--- config.mk ---
export PLATFORM = sky130hd
export DESIGN_NAME = serial_frame_rx
export DESIGN_NICKNAME = d
export VERILOG_FILES = /design/src/rtl/srx_pkg.sv /design/src/rtl/srx_sampler.sv /design/src/rtl/srx_frame.sv /design/src/rtl/srx_timeout.sv /design/src/rtl/serial_frame_rx.sv
export SDC_FILE = /design/constraint.sdc
export NUM_CORES = 1
export LEC_CHECK = 0
export BUFFER_PORTS_ARGS = -buffer_cell sky130_fd_sc_hd__buf_2
export CAP_MARGIN = 25
export CORE_ASPECT_RATIO = 0.8
export CORE_MARGIN = 5
export CORE_UTILIZATION = 45
export DETAILED_ROUTE_END_ITERATION = 8
export GPL_ROUTABILITY_DRIVEN = 0
export MAX_ROUTING_LAYER = met4
export PLACE_DENSITY = 0.67
export SYNTH_ARGS = -nofsm -noshare
export SYNTH_HDL_FRONTEND = slang
export SYNTH_SLANG_ARGS = --single-unit
--- constraint.sdc ---
create_clock -name clk -period 4.3 [get_ports clk]
set_clock_uncertainty 0.1 [all_clocks]
set_input_delay 0.86 -clock clk [delete_from_list [all_inputs] [get_ports clk]]
set_output_delay 0.86 -clock clk [all_outputs]
set_load 0.05 [all_outputs]
--- src/rtl/srx_pkg.sv ---
package srx_pkg;

   typedef enum logic [2:0] {
      S_IDLE,
      S_START,
      S_DATA,
      S_PAR,
      S_STOP,
      S_BRK
   } srx_state_e;

   localparam logic [2:0] PM_NONE = 3'd0;
   localparam logic [2:0] PM_EVEN = 3'd1;
   localparam logic [2:0] PM_ODD  = 3'd2;
   localparam logic [2:0] PM_ONE  = 3'd3;
   localparam logic [2:0] PM_ZERO = 3'd4;
   localparam logic [2:0] PM_ADDR = 3'd5;

   function automatic logic vote3(input logic a, input logic b, input logic c);
      return (a & b) | (a & c) | (b & c);
   endfunction

endpackage

--- src/rtl/srx_sampler.sv ---
module srx_sampler #(
   parameter int SYNC_STAGES = 2,
   parameter bit VOTE        = 1'b1
) (
   input  logic clk,
   input  logic rst_n,
   input  logic tick,
   input  logic rxd_i,
   input  logic hunt,
   input  logic os8,
   output logic line,
   output logic bit_o,
   output logic strobe
);
   import srx_pkg::*;

   localparam int CW = 4;

   logic [CW-1:0] cnt;
   logic [1:0]    hist;
   logic [CW-1:0] lim, mid;

   generate
      if (SYNC_STAGES == 0) begin : g_nosync
         assign line = rxd_i;
      end else begin : g_sync
         logic [SYNC_STAGES-1:0] sr;
         always_ff @(posedge clk or negedge rst_n) begin
            if (!rst_n) begin
               sr <= '1;
            end else begin
               sr[0] <= rxd_i;
               for (int i = 1; i < SYNC_STAGES; i++) sr[i] <= sr[i-1];
            end
         end
         assign line = sr[SYNC_STAGES-1];
      end
   endgenerate

   assign lim = os8 ? CW'(7) : CW'(15);
   assign mid = os8 ? CW'(5) : CW'(9);

   always_ff @(posedge clk or negedge rst_n) begin
      if (!rst_n) begin
         cnt  <= '0;
         hist <= '1;
      end else if (tick) begin
         hist <= {hist[0], line};
         if (hunt)            cnt <= CW'(1);
         else if (cnt == lim) cnt <= '0;
         else                 cnt <= cnt + CW'(1);
      end
   end

   assign strobe = tick && !hunt && (cnt == mid);

   generate
      if (VOTE) begin : g_vote
         assign bit_o = vote3(hist[1], hist[0], line);
      end else begin : g_single
         assign bit_o = hist[0];
      end
   endgenerate

endmodule

--- src/rtl/srx_frame.sv ---
module srx_frame #(
   parameter int MAX_BITS = 9
) (
   input  logic                clk,
   input  logic                rst_n,
   input  logic                tick,
   input  logic                line,
   input  logic                strobe,
   input  logic                bit_i,
   input  logic [2:0]          cfg_len,
   input  logic [2:0]          cfg_par,
   input  logic                cfg_msb,
   output logic                hunt,
   output logic                idle,
   output logic                done,
   output logic                brk_p,
   output logic                ferr,
   output logic                perr,
   output logic                pbit,
   output logic [MAX_BITS-1:0] data
);
   import srx_pkg::*;

   localparam int IW = $clog2(MAX_BITS + 1);

   srx_state_e    st;
   logic [IW-1:0] idx, nbits, raw_len, pos;
   logic          any1, has_par, want;

   assign raw_len = IW'(5) + IW'(cfg_len);
   assign nbits   = (raw_len > IW'(MAX_BITS)) ? IW'(MAX_BITS) : raw_len;
   assign pos     = cfg_msb ? (nbits - IW'(1) - idx) : idx;
   assign has_par = (cfg_par != PM_NONE) && (cfg_par <= PM_ADDR);

   always_comb begin
      case (cfg_par)
         PM_EVEN: want = ^data;
         PM_ODD:  want = ~^data;
         PM_ONE:  want = 1'b1;
         default: want = 1'b0;
      endcase
   end

   assign perr = (cfg_par >= PM_EVEN) && (cfg_par <= PM_ZERO) && (pbit != want);
   assign hunt = (st == S_IDLE) || (st == S_BRK);
   assign idle = (st == S_IDLE);

   always_ff @(posedge clk or negedge rst_n) begin
      if (!rst_n) begin
         st    <= S_IDLE;
         idx   <= '0;
         data  <= '0;
         pbit  <= 1'b0;
         any1  <= 1'b0;
         done  <= 1'b0;
         brk_p <= 1'b0;
         ferr  <= 1'b0;
      end else begin
         done  <= 1'b0;
         brk_p <= 1'b0;
         case (st)
            S_IDLE: if (tick && !line) st <= S_START;
            S_START: if (strobe) begin
               if (bit_i) begin
                  st <= S_IDLE;
               end else begin
                  st   <= S_DATA;
                  idx  <= '0;
                  data <= '0;
                  pbit <= 1'b0;
                  any1 <= 1'b0;
               end
            end
            S_DATA: if (strobe) begin
               data[pos] <= bit_i;
               any1      <= any1 | bit_i;
               idx       <= idx + IW'(1);
               if (idx == nbits - IW'(1)) st <= has_par ? S_PAR : S_STOP;
            end
            S_PAR: if (strobe) begin
               pbit <= bit_i;
               any1 <= any1 | bit_i;
               st   <= S_STOP;
            end
            S_STOP: if (strobe) begin
               if (!bit_i && !any1) begin
                  brk_p <= 1'b1;
                  st    <= S_BRK;
               end else begin
                  done <= 1'b1;
                  ferr <= !bit_i;
                  st   <= S_IDLE;
               end
            end
            S_BRK: if (tick && line) st <= S_IDLE;
            default: st <= S_IDLE;
         endcase
      end
   end

endmodule

--- src/rtl/srx_timeout.sv ---
module srx_timeout #(
   parameter int TO_W = 8
) (
   input  logic            clk,
   input  logic            rst_n,
   input  logic            tick,
   input  logic            os8,
   input  logic            idle,
   input  logic            arm,
   input  logic            restart,
   input  logic [TO_W-1:0] limit,
   output logic            fire
);
   localparam int SW = 4;

   logic            armed;
   logic [SW-1:0]   sub, sub_lim;
   logic [TO_W-1:0] periods;

   assign sub_lim = os8 ? SW'(7) : SW'(15);

   always_ff @(posedge clk or negedge rst_n) begin
      if (!rst_n) begin
         armed   <= 1'b0;
         sub     <= '0;
         periods <= '0;
         fire    <= 1'b0;
      end else if (restart) begin
         armed   <= 1'b0;
         sub     <= '0;
         periods <= '0;
         fire    <= 1'b0;
      end else if (arm) begin
         armed   <= 1'b1;
         sub     <= '0;
         periods <= '0;
      end else if (!idle) begin
         sub     <= '0;
         periods <= '0;
      end else if (tick && armed && (limit != '0)) begin
         if (sub == sub_lim) begin
            sub <= '0;
            if (periods + TO_W'(1) == limit) begin
               fire    <= 1'b1;
               armed   <= 1'b0;
               periods <= '0;
            end else begin
               periods <= periods + TO_W'(1);
            end
         end else begin
            sub <= sub + SW'(1);
         end
      end
   end

endmodule

--- src/rtl/serial_frame_rx.sv ---
module serial_frame_rx #(
   parameter int MAX_BITS    = 9,
   parameter int TO_W        = 8,
   parameter int SYNC_STAGES = 2,
   parameter bit VOTE        = 1'b1
) (
   input  logic                clk,
   input  logic                rst_n,
   input  logic                tick,
   input  logic                rxd,
   input  logic [2:0]          cfg_len,
   input  logic [2:0]          cfg_par,
   input  logic                cfg_msb_first,
   input  logic                cfg_os8,
   input  logic [TO_W-1:0]     cfg_timeout,
   input  logic                rd_ack,
   input  logic                clr_status,
   input  logic                to_restart,
   output logic [MAX_BITS-1:0] rx_data,
   output logic                rx_valid,
   output logic                rx_addr,
   output logic                err_parity,
   output logic                err_frame,
   output logic                err_overrun,
   output logic                brk_det,
   output logic                rx_timeout
);
   import srx_pkg::*;

   generate
      if (MAX_BITS < 5 || MAX_BITS > 9) begin : g_bad_bits
         $error("serial_frame_rx: MAX_BITS must lie in 5..9");
      end
      if (TO_W < 1 || TO_W > 16) begin : g_bad_to
         $error("serial_frame_rx: TO_W must lie in 1..16");
      end
      if (SYNC_STAGES < 0 || SYNC_STAGES > 3) begin : g_bad_sync
         $error("serial_frame_rx: SYNC_STAGES must lie in 0..3");
      end
   endgenerate

   logic                line, bit_v, strobe, hunt, idle;
   logic                done, brk_p, ferr, perr, pbit;
   logic [MAX_BITS-1:0] fdata;

   srx_sampler #(.SYNC_STAGES(SYNC_STAGES), .VOTE(VOTE)) u_samp (
      .clk(clk), .rst_n(rst_n), .tick(tick), .rxd_i(rxd), .hunt(hunt),
      .os8(cfg_os8), .line(line), .bit_o(bit_v), .strobe(strobe)
   );

   srx_frame #(.MAX_BITS(MAX_BITS)) u_frm (
      .clk(clk), .rst_n(rst_n), .tick(tick), .line(line), .strobe(strobe),
      .bit_i(bit_v), .cfg_len(cfg_len), .cfg_par(cfg_par), .cfg_msb(cfg_msb_first),
      .hunt(hunt), .idle(idle), .done(done), .brk_p(brk_p), .ferr(ferr),
      .perr(perr), .pbit(pbit), .data(fdata)
   );

   srx_timeout #(.TO_W(TO_W)) u_to (
      .clk(clk), .rst_n(rst_n), .tick(tick), .os8(cfg_os8), .idle(idle),
      .arm(done), .restart(to_restart), .limit(cfg_timeout), .fire(rx_timeout)
   );

   always_ff @(posedge clk or negedge rst_n) begin
      if (!rst_n) begin
         rx_data     <= '0;
         rx_valid    <= 1'b0;
         rx_addr     <= 1'b0;
         err_parity  <= 1'b0;
         err_frame   <= 1'b0;
         err_overrun <= 1'b0;
         brk_det     <= 1'b0;
      end else begin
         if (clr_status) begin
            err_parity  <= 1'b0;
            err_frame   <= 1'b0;
            err_overrun <= 1'b0;
            brk_det     <= 1'b0;
         end
         if (rd_ack) rx_valid <= 1'b0;
         if (brk_p) brk_det <= 1'b1;
         if (done) begin
            if (rx_valid && !rd_ack) begin
               err_overrun <= 1'b1;
            end else begin
               rx_data  <= fdata;
               rx_valid <= 1'b1;
               rx_addr  <= (cfg_par == PM_ADDR) && pbit;
               if (perr) err_parity <= 1'b1;
               if (ferr) err_frame  <= 1'b1;
            end
         end
      end
   end

endmodule

==> flow_summary.yaml, run 1 <==
cts:
  cts_resized: 0
  clk_pin_slew_worst_paths_ps: 70
  cts_sinks: 58
  root_buffer: "clkbuf_8"
  clockBufferDepth: 2
  clkLatencyLatePin_ps: 330
  numCtsBuffers: 9
  cts_tree: "built"
  cts_setup_buffers: 0
  h-tree-depth: 3
  ctsHoldBuffers: 0
global_routing:
  grt.total_usage: 0.164
  grt_pass1_vias: 2533
  grt_pass1_wl_um: 12000
  antenna_found_initial: 0
  grt_start_max_net_pins: 39
  grt-ovfl-total: 0
worst_setup_path:
  critical-path-max-stage-delay_ps: 430
  cpMostUsedCell: "nor2_1"
  cp_data_required_time_ps: 4410
  worstPathCellList: "buf_2 > ha_1 > and3b_1 > nor2_1 > nor2_1 > inv_1 > ha_1 > fa_1 > xnor2_1 > nor2_1 > nor2_1 > or3_1 > and2_1 > o21ai_1 > o21ai_1"
  r2r_end: "u_frm.data[1]$_DFFE_PN0P_"
  endpoint_kind: "flip-flop"
  crit_slowest_cell: "fa_1"
  r2r-start: "u_frm.idx[0]$_DFFE_PN0P_"
  cp_max_fo: 5
  start_kind: "input port"
  worst_ep_arrival_time_ps: 3420
  ff2ff_setup_slack_ps: 1790
  crit_type: "input port to flip-flop"
  crit_end: "u_frm.data[1]$_DFFE_PN0P_"
  setup.worst_path.start: "cfg_len[0]"
  worst-r2r-cell-count: 9
sta:
  min_period_over_period: 0.771
  final.setup.worst_slack_ps: 987
  setup-violations-final: 0
  slew_headroom: 0.427
  maxSlewViolCount: 0
  period_minus_slack_ps: 3310
  tns_ps: 0
  holdWs_ps: 257
  rsz0062_at_grt: "false"
  fmax_mhz: 302
  tightest_slew_ps: 859
  hold_viol_final: 0
die:
  die_h_um: 88.6
  die_w_um: 108
  num_io_pins: 39
  floorplan.initialDensity: 0.465
  rows: 28
  fp.dieArea_um2: 9580
  core_um2: 7460
routing:
  route.final.wire_length_um: 6990
  drcViolationCount: 0
  vias: 2666
  met1_length_um: 3550
  via_per_inst: 5.27
  wire_per_inst_um: 13.8
  drt_iter0_drc: 140
  routed.top_layer: "met4"
  ant_nets: 0
  dr.pass1.iters: 4
  route.met2.wl_um: 3040
  wl_met3_um: 288
layout:
  fillCellCount: 702
  diodes: 0
  fin_util: 0.530
  fin_nets: 431
  multi_input_area_um2: 1900
  area_delta_synth_final_pct: 14.0
  drive_gt1_frac: 0.219
  final_cell_mix: "54 x dfrtp_1, 38 x buf_2, 27 x nand2_1"
  seq_area_um2: 1460
  layout_commonest_cell: "dfrtp_1"
power_and_ir_drop:
  power.density_nw_per_um2: 441
  ir_drop_uv: 144
  total_power_uw: 1750
  leakagePower_uw: 0.00186
logic_synthesis:
  syn_inst: 353
  yosys.area_share.simple: 0.193
  syn-cell-area_um2: 3470
  synth_top_family_by_area: "simple AND/OR/NAND/NOR gates"
  synth_edf_count: 0
  yosysSeqAreaShare: 0.420
  synth_compound_area_frac: 0.169
  synth_nets: 388
  synth_fa_ha_area_frac: 0.0494
  avgSynthCellArea_um2: 9.83
  synthFlopType: "dfrtp_1"
  async_flop_share: 1.00
  synth_xor_area_frac: 0.0944
  synth-seq-cells: 58
  synth_warnings: 0
  synth_cell_type_count: 65
  muxShareOfSynthArea: 0.0415
placement:
  place_hpwl_um: 5350
  portBuffers: 38
  dp_slack_ps: 636
flow_run:
  drv_cap: 0
status:
  outcome: "completed"
worst_hold_path:
  hold_path.class: "flip-flop to flip-flop"
worst max-delay path, delay by kind of cell:
family	cells	cell delay, ps
AOI/OAI and AO/OA	2	200
adders and majority gates	3	850
and+or+nand+nor	7	1170
buffers and inverters	2	200
xor gates and xnor gates	1	150
sequential cells by signal, summed over array words and instances (netlist names), 2 cells and up:
register and flops:
u_samp.hist 2, u_samp.g_sync.sr 2, u_to.periods 8, u_samp.cnt 4
u_frm.st 3, u_frm.idx 4, u_to.sub 4, u_frm.data 9
rx_data 9
area by class of cell:
type	count	area share
multi-input cells	270	0.480
flip-flops and latches	58	0.368
repair buffers	39	0.0500
clock buffers	10	0.0348
well taps	105	0.0332
inverters	18	0.0171
clock inverters	6	0.0168
power breakdown:
part | switching [µW] | leakage, µW | total (µW) | internal [µW]
Clock | 226 | 0.0000945 | 509 | 283
Combinational | 302 | 0.000988 | 538 | 236
Sequential | 93.9 | 0.000775 | 699 | 605
cell usage after synthesis, types with 2 or more instances:
cell type	n	area [µm²]
a21o_1	7	52.6
a21oi_1	18	90.1
a31oi_1	5	31.3
a32o_1	2	20.0
and2_1	5	31.3
and3_1	5	31.3
and3b_1	2	17.5
buf_2	3	15.0
clkbuf_1	2	7.51
dfrtp_1	54	1350
dfstp_2	4	105
ha_1	11	138
inv_1	18	67.6
mux2_2	11	124
mux2i_1	2	20.0
nand2_1	27	101
nand2b_1	6	37.5
nand3_1	12	60.1
nand3b_1	2	15.0
nand4_1	4	25.0
nor2_1	19	71.3
nor2b_1	7	43.8
nor3_1	12	60.1
nor3b_1	2	15.0
nor4_1	2	12.5
o21ai_0	19	95.1
o21ai_1	19	95.1
o21bai_1	2	15.0
o22ai_1	2	12.5
o2bb2ai_1	2	17.5
o31ai_1	2	15.0
or3_1	5	31.3
xnor2_1	13	114
xnor2_2	2	32.5
xnor3_1	3	67.6
xor2_1	13	114
worst min-delay path by stage:
stage / startpoint / end / slack (ps) / cells after the start
2_1_floorplan: u_samp.g_sync.sr[0]$_DFF_PN1_ / u_samp.g_sync.sr[1]$_DFF_PN1_ / 250 / 0
3_3_place_gp: u_samp.g_sync.sr[0]$_DFF_PN1_ / u_samp.g_sync.sr[1]$_DFF_PN1_ / 250 / 0
3_5_place_dp: u_samp.g_sync.sr[0]$_DFF_PN1_ / u_samp.g_sync.sr[1]$_DFF_PN1_ / 250 / 0
4_1_cts: u_samp.g_sync.sr[0]$_DFF_PN1_ / u_samp.g_sync.sr[1]$_DFF_PN1_ / 260 / 0
5_1_grt: u_samp.g_sync.sr[0]$_DFF_PN1_ / u_samp.g_sync.sr[1]$_DFF_PN1_ / 270 / 0
6_report: u_samp.g_sync.sr[0]$_DFF_PN1_ / u_samp.g_sync.sr[1]$_DFF_PN1_ / 260 / 0
routing by layer:
layer / track usage / vias up
li1: - / 1358
met1: 0.221 / 1251
met2: 0.239 / 49
met3: 0.0518 / 8
met4: 0.0470 / 0
met5: - / -
metrics by stage:
stage                     cells  cell area [µm²]
after floorplan             353             3470
after global placement      490             3750
after detailed placement    490             3750
after CTS                   506             3960
after global routing        506             3960
final                       506             3960
kinds of logic (layout without fill, tap and decap cells):
kind of cell,after synthesis,count (layout)
compound gates,91,91
xor+xnor,31,31
fa+ha+maj,13,13
buf+inv,25,73
flops,58,58
mux,13,13
simple gates,122,122
No activity file was read; power rests on OpenSTA's default activity.
==> run 2: changes to the inputs <==
--- a/config.mk
+++ b/config.mk
@@ -5,6 +5,7 @@
 export SDC_FILE = /design/constraint.sdc
 export NUM_CORES = 1
 export LEC_CHECK = 0
+export ABC_AREA = 1
 export BUFFER_PORTS_ARGS = -buffer_cell sky130_fd_sc_hd__buf_2
 export CAP_MARGIN = 25
 export CORE_ASPECT_RATIO = 0.8
@@ -13,7 +14,7 @@
 export DETAILED_ROUTE_END_ITERATION = 8
 export GPL_ROUTABILITY_DRIVEN = 0
 export MAX_ROUTING_LAYER = met4
-export PLACE_DENSITY = 0.67
+export PLACE_DENSITY = 0.69
 export SYNTH_ARGS = -nofsm -noshare
 export SYNTH_HDL_FRONTEND = slang
 export SYNTH_SLANG_ARGS = --single-unit
==> constraint.sdc (replaced) <==
create_clock -name clk -period 2.8 [get_ports clk]
set_clock_uncertainty 0.1 [all_clocks]
set_input_delay 0.56 -clock clk [delete_from_list [all_inputs] [get_ports clk]]
set_output_delay 0.56 -clock clk [all_outputs]
set_load 0.05 [all_outputs]
==> run 2 against run 1 <==
  * Synthesized cell count grew 37%
  * Die area rose by 3.0%
  * First-iteration DRC count grew 24%
  * Total power grew 86%
  * Final cell count increased by 30%
  * Non-clock buffer count is 11 higher
  * Largest power group is now combinational cells
==> flow_summary.yaml, run 2 <==
status:
  outcome: "completed"
worst_setup_path:
  worst-r2r-cell-count: 9
  critical-path-max-stage-delay_ps: 270
  crit_slowest_cell: "ha_1"
  r2r_end: "u_frm.data[8]$_DFFE_PN0P_"
  start_kind: "input port"
  cp_max_fo: 5
  r2r-start: "u_frm.idx[0]$_DFFE_PN0P_"
  endpoint_kind: "flip-flop"
  cp_data_required_time_ps: 2930
  setup.worst_path.start: "cfg_len[0]"
  worst_ep_arrival_time_ps: 2820
  ff2ff_setup_slack_ps: 540
  crit_end: "u_frm.data[8]$_DFFE_PN0P_"
  crit_type: "input port to flip-flop"
  cpMostUsedCell: "nand2_1"
  worstPathCellList: "buf_2 > ha_2 > inv_2 > nand2_1 > nand2_2 > nand2_2 > nor2_4 > ha_4 > xnor2_1 > ha_1 > buf_4 > xnor2_1 > nand2_1 > nand2_1 > nor3_1 > nand4_1 > nand2_1 > inv_1"
die:
  die_h_um: 89.9
  num_io_pins: 39
  core_um2: 7840
  rows: 29
  floorplan.initialDensity: 0.458
  die_w_um: 110
  fp.dieArea_um2: 9870
power_and_ir_drop:
  leakagePower_uw: 0.00226
  seqPwrFrac: 0.347
  p_int_uw: 1920
  p_clk_frac: 0.240
  ir_drop_uv: 434
  power_switching_share: 0.409
  power.density_nw_per_um2: 766
  p_sw_uw: 1330
  pwr-share-comb: 0.412
cts:
  root_buffer: "clkbuf_8"
  clk_pin_slew_worst_paths_ps: 70
  clockBufferDepth: 2
  numCtsBuffers: 9
  ctsHoldBuffers: 0
  cts_sinks: 58
  cts_tree: "built"
  h-tree-depth: 3
  clkLatencyLatePin_ps: 340
logic_synthesis:
  synth_xor_area_frac: 0.0520
  avgSynthCellArea_um2: 7.40
  synth_nets: 520
  synth_top_cells_by_area: "dfrtp_1 38%, nand2_1 16%, inv_1 6.9%, nand3_1 5.7%, nand4_1 4.0%"
  synth_fa_ha_area_frac: 0.0439
  synth_top_area_frac: 0.377
  netlist_top_cells_count: "149 x nand2_1, 66 x inv_1, 54 x dfrtp_1"
  synth_edf_count: 0
  synth_top_family_by_area: "simple AND/OR/NAND/NOR gates"
  synth_warnings: 0
  yosysSeqAreaShare: 0.406
  muxShareOfSynthArea: 0
  synth-seq-cells: 58
  synth_compound_area_frac: 0.0778
  synthFlopType: "dfrtp_1"
  syn_inst: 485
  async_flop_share: 1.00
  synth.most_common_cell: "nand2_1"
  yosys.area_share.simple: 0.345
  synth_cell_type_count: 38
  synth_area_leader_cell: "dfrtp_1"
  syn-cell-area_um2: 3590
placement:
  dp_slack_ps: -293
  place_hpwl_um: 6110
  portBuffers: 38
global_routing:
  grt_start_max_net_pins: 31
  grt.total_usage: 0.177
  antenna_found_initial: 0
  grt_pass1_wl_um: 13900
  grt_pass1_vias: 3236
  grt-ovfl-total: 0
sta:
  slew_headroom: 0.527
  period_minus_slack_ps: 2690
  hold_viol_final: 0
  min_period_over_period: 0.962
  final.setup.worst_slack_ps: 106
  setup-violations-final: 0
  tightest_slew_ps: 710
  fmax_mhz: 371
  maxSlewViolCount: 0
  tns_ps: 0
routing:
  dr.pass1.iters: 4
  vias: 3331
  drcViolationCount: 0
  route.final.wire_length_um: 8100
  wire_per_inst_um: 12.3
  via_per_inst: 5.08
  ant_nets: 0
  drt_iter0_drc: 173
layout:
  diodes: 0
  fin_nets: 578
  final_cell_mix: "146 x nand2_1, 65 x inv_1, 54 x dfrtp_1, 39 x nand3_1, 38 x buf_2"
  area_delta_synth_final_pct: 18.2
  layout_commonest_cell: "nand2_1"
  reg.largest.list: "rx_data x9, u_frm.data x9, u_to.periods x8"
  drive_gt1_frac: 0.164
flow_run:
  drv_cap: 0
worst_hold_path:
  hold_path.class: "input port to asynchronous set/reset pin"
-- run 2: layout make-up --
type	count	area [µm²]
well taps	108	135
multi-input cells	355	1910
clock buffers	14	163
inverters	69	259
clock inverters	2	35.0
fillers	763	3600
repair buffers	50	280
flip-flops and latches	58	1460
-- run 2: metal layers --
layer	routed length, µm	track usage	share of wire	up-vias
met5	0	-	0	-
met4	65	0.0457	0.0080	0
met3	402	0.0509	0.050	12
met2	3840	0.276	0.47	67
met1	3790	0.225	0.47	1556
li1	-	-	-	1696
-- run 2: per-stage QoR --
stage               instance area [µm²]  cells  total power (µW)  hold slack (ps)  utilization
floorplan                          3590    485              2080              164            -
detailed placement                 3980    638              2410              248        0.507
finish                             4240    656              3250              167        0.541
CTS                                4170    654              3210              185        0.533
global placement                   3980    638              2380              247        0.507
global route                       4240    656              3540              200        0.541
-- run 2: timing repair --
item / CTS / global route
buffers inserted: 0 / 2
endpoints found under the setup margin: 0 / 9
resized for setup: 0 / 12
-- run 2: kinds of logic (layout without fill, tap and decap cells) --
group | after synthesis | after routing
and+or+nand+nor | 276 | 276
buffers and inverters | 72 | 135
DFF | 58 | 58
xor gates and xnor gates | 18 | 18
AOI/OAI and AO/OA | 49 | 49
adders and majority gates | 12 | 12
-- run 2: worst min path at each step --
stage / endpoint / start / slack (ps) / depth (start not counted)
finish: u_to.sub[3]$_DFFE_PN0P_ / rst_n / 170 / 1
global route: u_samp.g_sync.sr[0]$_DFF_PN1_ / rxd / 200 / 1
CTS: u_to.sub[3]$_DFFE_PN0P_ / rst_n / 180 / 1
detailed placement: u_samp.g_sync.sr[1]$_DFF_PN1_ / u_samp.g_sync.sr[0]$_DFF_PN1_ / 250 / 0
global placement: u_samp.g_sync.sr[1]$_DFF_PN1_ / u_samp.g_sync.sr[0]$_DFF_PN1_ / 250 / 0
floorplan: brk_det$_DFFE_PN0P_ / rst_n / 160 / 0
-- run 2: power by group through the flow --
stage / sequential [µW] / clock, µW / combinational [µW]
floorplan: 1160 / 0 / 921
global placement: 1130 / 0 / 1250
detailed placement: 1140 / 0 / 1270
CTS: 1130 / 802 / 1280
global route: 1150 / 840 / 1540
finish: 1130 / 781 / 1340
-- run 2: critical path: cells and delay by family --
family | cells | cell delay [ps]
adder cells (fa/ha/maj) | 3 | 610
XOR/XNOR | 2 | 220
buffers and inverters | 4 | 360
AND/OR/NAND/NOR | 9 | 1070
